**src/rtl/rtc_pkg.sv**
```systemverilog
package rtc_pkg;
  localparam int unsigned CTRL_LVL_BIT = 7;
  localparam int unsigned CTRL_TST_BIT = 6;
endpackage

```
**src/rtl/rtc_divider.sv**
```systemverilog
module rtc_divider #(
  parameter int unsigned DIV_W = 15
) (
  input  logic             clk_i,
  input  logic             rst_ni,
  input  logic             en_i,
  input  logic             stop_i,
  input  logic             clr_i,
  output logic [DIV_W-1:0] cnt_o,
  output logic             tick_o
);
  localparam logic [DIV_W-1:0] CNT_MAX = {DIV_W{1'b1}};

  logic [DIV_W-1:0] cnt_q;
  logic             tick_q;
  logic             adv;

  assign adv = en_i && !stop_i && !clr_i;

  always_ff @(posedge clk_i or negedge rst_ni) begin
    if (!rst_ni) begin
      cnt_q  <= '0;
      tick_q <= 1'b0;
    end else begin
      tick_q <= adv && (cnt_q == CNT_MAX);
      if (clr_i)    cnt_q <= '0;
      else if (adv) cnt_q <= cnt_q + 1'b1;
    end
  end

  assign cnt_o  = cnt_q;
  assign tick_o = tick_q;

  a_r3_clear: assert property (@(posedge clk_i) disable iff (!rst_ni)
    clr_i |=> cnt_q == '0);
  a_r6_stop_hold: assert property (@(posedge clk_i) disable iff (!rst_ni)
    (stop_i && !clr_i) |=> $stable(cnt_q));
  a_r2_no_en_hold: assert property (@(posedge clk_i) disable iff (!rst_ni)
    (!en_i && !clr_i) |=> $stable(cnt_q));
  a_r5_tick_at_zero: assert property (@(posedge clk_i) disable iff (!rst_ni)
    tick_q |-> cnt_q == '0);
endmodule

```
**src/rtl/rtc_tout_drv.sv**
```systemverilog
module rtc_tout_drv
  import rtc_pkg::*;
(
  input  logic       clk_i,
  input  logic       rst_ni,
  input  logic       we_i,
  input  logic [7:0] wdata_i,
  input  logic       tone_i,
  output logic       pull_low_o
);
  logic tst_q, lvl_q;

  always_ff @(posedge clk_i or negedge rst_ni) begin
    if (!rst_ni) begin
      tst_q <= 1'b0;
      lvl_q <= 1'b1;
    end else if (we_i) begin
      tst_q <= wdata_i[CTRL_TST_BIT];
      lvl_q <= wdata_i[CTRL_LVL_BIT];
    end
  end

  // open drain: only ever asserts a pull-down
  assign pull_low_o = tst_q ? !tone_i : !lvl_q;

  a_r7_tst_load: assert property (@(posedge clk_i) disable iff (!rst_ni)
    we_i |=> tst_q == $past(wdata_i[CTRL_TST_BIT]));
  a_r7_lvl_load: assert property (@(posedge clk_i) disable iff (!rst_ni)
    we_i |=> lvl_q == $past(wdata_i[CTRL_LVL_BIT]));
  a_r7_hold: assert property (@(posedge clk_i) disable iff (!rst_ni)
    !we_i |=> $stable(tst_q) && $stable(lvl_q));
endmodule

```
**src/rtl/rtc_prescale_tout.sv**
```systemverilog
module rtc_prescale_tout #(
  parameter int unsigned DIV_W    = 15,
  parameter int unsigned TONE_BIT = 5
) (
  input  logic       clk_i,
  input  logic       rst_ni,
  input  logic       tick_en_i,
  input  logic       stop_i,
  input  logic       chain_rst_i,
  input  logic       ctrl_we_i,
  input  logic [7:0] ctrl_wdata_i,
  output logic       tick_1hz_o,
  output logic       sq_1hz_o,
  output logic       pin_pull_low_o
);
  localparam int unsigned SQ_BIT = DIV_W - 1;

  logic [DIV_W-1:0] cnt;

  rtc_divider #(.DIV_W(DIV_W)) i_div (
    .clk_i  (clk_i),
    .rst_ni (rst_ni),
    .en_i   (tick_en_i),
    .stop_i (stop_i),
    .clr_i  (chain_rst_i),
    .cnt_o  (cnt),
    .tick_o (tick_1hz_o)
  );

  assign sq_1hz_o = cnt[SQ_BIT];

  rtc_tout_drv i_drv (
    .clk_i      (clk_i),
    .rst_ni     (rst_ni),
    .we_i       (ctrl_we_i),
    .wdata_i    (ctrl_wdata_i),
    .tone_i     (cnt[TONE_BIT]),
    .pull_low_o (pin_pull_low_o)
  );

  a_r5_tick_pulse: assert property (@(posedge clk_i) disable iff (!rst_ni)
    tick_1hz_o |=> !tick_1hz_o);
endmodule

```
**config.mk**
```make
export PLATFORM = sky130hd
export DESIGN_NAME = rtc_prescale_tout
export DESIGN_NICKNAME = d
export VERILOG_FILES = /design/src/rtl/rtc_pkg.sv /design/src/rtl/rtc_divider.sv /design/src/rtl/rtc_tout_drv.sv /design/src/rtl/rtc_prescale_tout.sv
export SDC_FILE = /design/constraint.sdc
export NUM_CORES = 1
export LEC_CHECK = 0
export ABC_AREA = 1
export CAP_MARGIN = 0
export CELL_PAD_IN_SITES_DETAIL_PLACEMENT = 0
export CELL_PAD_IN_SITES_GLOBAL_PLACEMENT = 1
export CORE_UTILIZATION = 40
export CTS_CLUSTER_SIZE = 28
export DETAILED_ROUTE_END_ITERATION = 7
export PLACE_DENSITY = 0.92
export SLEW_MARGIN = 0
export SYNTH_ARGS = -nofsm -noshare
export SYNTH_HDL_FRONTEND = slang
export SYNTH_HIERARCHICAL = 1
export SYNTH_SLANG_ARGS = --single-unit
```
**constraint.sdc**
```tcl
create_clock -name clk_i -period 2 [get_ports clk_i]
set_input_delay 0.5 -clock clk_i [delete_from_list [all_inputs] [get_ports clk_i]]
set_output_delay 0.5 -clock clk_i [all_outputs]
set_load 0.01 [all_outputs]
```
==> results.toml <==
[clocking]
ctsLongestPathBuffers = 2
cts_tree = "built"
cts-root-buf = "clkbuf_4"
clk_pin_slew_ns = 0.10
cts_sinks = 18
insertion_delay_ns = 0.30
htree_levels = 1
cts_buffers = 3

[timing]
worst_slack_ns = 0.269
tightest_slew_ns = 0.383
finClkSkew_ns = 0.00120
tns_ns = 0
rsz0062_at_grt = "no"
relSlewSlack_pct = 74.4
timing.fmax_ghz = 0.578
setup_violations = 0
maxSlewViolCount = 0
hold_viol = 0
finalCritPeriodShare_pct = 86.5
holdWs_ns = 0.470
period_needed_ns = 1.73

[drt]
routed_via_density = 4.80
drt_iter0_drc = 16
drc = 0
routed-via-count = 917
drtPass1Iterations = 4
wl_per_cell_um = 10.5
drt-total-wl_um = 2000
ant_nets = 0

[setup_path]
worstPathMaxFanout = 3
cp-end-kind = "primary output"
cp_top_family = "buffers and inverters"
crit_path_start = "i_div/cnt_o[14]"
max_stage_delay_ns = 0.55
critPathSlowestCell = "clkdlybuf4s50_1"
cp-start-kind = "register"
critPathKind = "reg2out"
required_ns = 1.50
crit_chain = "clkdlybuf4s50_1"
path_buf_inv = 1
arrival_ns = 1.23
r2r-start = "i_div/cnt_o[1]"

[floorplanning]
num_io_pins = 17
core_mm2 = 0.00248
dieHeight_um = 53.0
die_w_um = 53.0
dieArea_mm2 = 0.00281
initial_utilization_pct = 42.0
rows = 18

[cells_and_area]
fin_util_pct = 49.2
num-fill-cells = 250
final-seq-area_um2 = 452
finalNetCount = 177
diodes = 0
layout_common_cells = "nand2_1, nor2_1, inv_1, dfrtp_1, clkdlybuf4s50_1"
final_common_cell = "nand2_1"
syn_to_final_growth_pct = 17.1
drive_above_1_share_pct = 11.8
finish.instance_area_mm2 = 0.00122
multi_input_area_um2 = 485

[placed_design]
pre_cts_ws_ns = 0.246
place_area_mm2 = 0.00118
gp_congestion = 0.803
portBuffers = 10
hpwl_um = 1620

[grt]
antenna_found_initial = 0
grt_pass1_wl_um = 3570
track_usage_pct = 18.3
grt_pass1_vias = 846
grt_max_degree = 12
grt_overflow = 0

[yosys]
yosys_warnings = 6
synthDistinctLibCells = 21
synthCells = 146
ys_ff_latch = 18
synth_nets = 161
synthesis.area_mm2 = 0.00104
ys_seq_area_share_pct = 43.4
syn_area_per_cell_um2 = 7.13

[power]
p_leak_nw = 0.607
p_per_area_mw_per_mm2 = 541
ir_drop_uv = 446

[worst_hold_path]
holdCritPathClass = "in2async"

[run]
cap_violations = 0

[status]
outcome = "finished, final reports clean"
[layer usage]
metal / share of wire, % / track usage (%)
met2: 51 / 30.6
met4: 2.7 / 11.8
met3: 2.3 / 2.59
met1: 44 / 21.6
met5: 0 / 0
[cells in the mapped netlist]
cell type,instances,area [um2]
nand2_4,1,11.3
nor2_4,2,22.5
clkbuf_8,1,13.8
nand4_1,6,37.5
inv_2,2,7.51
nor3_1,1,5.00
nor2_2,2,12.5
a21oi_1,4,20.0
o21ai_0,6,30.0
dfrtp_1,17,425
nand3_2,1,10.0
o21bai_2,1,11.3
dfstp_2,1,26.3
nand3_1,4,20.0
nand2_1,45,169
nor3b_1,1,7.51
inv_1,22,82.6
nor2_1,24,90.1
ha_1,1,12.5
o21bai_1,1,7.51
nand2_2,3,18.8
[layout make-up]
class / count / area share (%)
Multi-Input combinational cell: 103 / 39.8
Sequential cell: 18 / 37.1
Timing Repair Buffer: 12 / 9.65
Inverter: 24 / 7.39
Tap cell: 30 / 3.08
Clock buffer: 4 / 2.98
[registers in the layout, indices dropped and copies added (netlist names)]
| name | flops |
|---|---|
| i_div/cnt_o | 15 |
| i_div/tick_o | 1 |
| i_drv/lvl_q | 1 |
| i_drv/tst_q | 1 |
[final timing paths]
kind	end	slack, ns	depth (start not counted)
min in group clk_i	i_drv/lvl_q	0.47	2
max reg2reg	i_div/cnt_o[10]	0.61	8
max	sq_1hz_o	0.27	1
min reg2reg	i_drv/lvl_q	0.47	2
min	i_div/cnt_o[7]	0.47	1
max in group asynchronous	i_div/cnt_o[4]	1.05	2
[through the flow]
| step | power, mW | cells |
|---|---|---|
| 6_report | 0.659 | 191 |
| 4_1_cts | 0.669 | 191 |
| 3_5_place_dp | 0.440 | 187 |
| 2_1_floorplan | 0.407 | 146 |
| 3_3_place_gp | 0.438 | 187 |
| 5_1_grt | 0.691 | 191 |
[repair_timing]
| item | 4_1_cts | 5_1_grt |
|---|---|---|
| endpoints found under the setup margin | 0 | 1 |
| hold buffers | 0 | 0 |
| buffers inserted | 0 | 0 |
| resized for setup | 0 | 1 |
[cell families after synthesis]
logic type | synth area share (%)
simple gates | 38.8
buf+inv | 9.98
flops | 43.4
compound gates | 6.61
fa+ha+maj | 1.20
[where the power goes]
group          leakage, nW  switching [mW]  total, mW  internal (mW)
combinational        0.340          0.0297     0.0551         0.0254
sequential           0.245         0.00458      0.375          0.371
clock               0.0210           0.117      0.229          0.111
No activity file was read; power rests on OpenSTA's default activity.
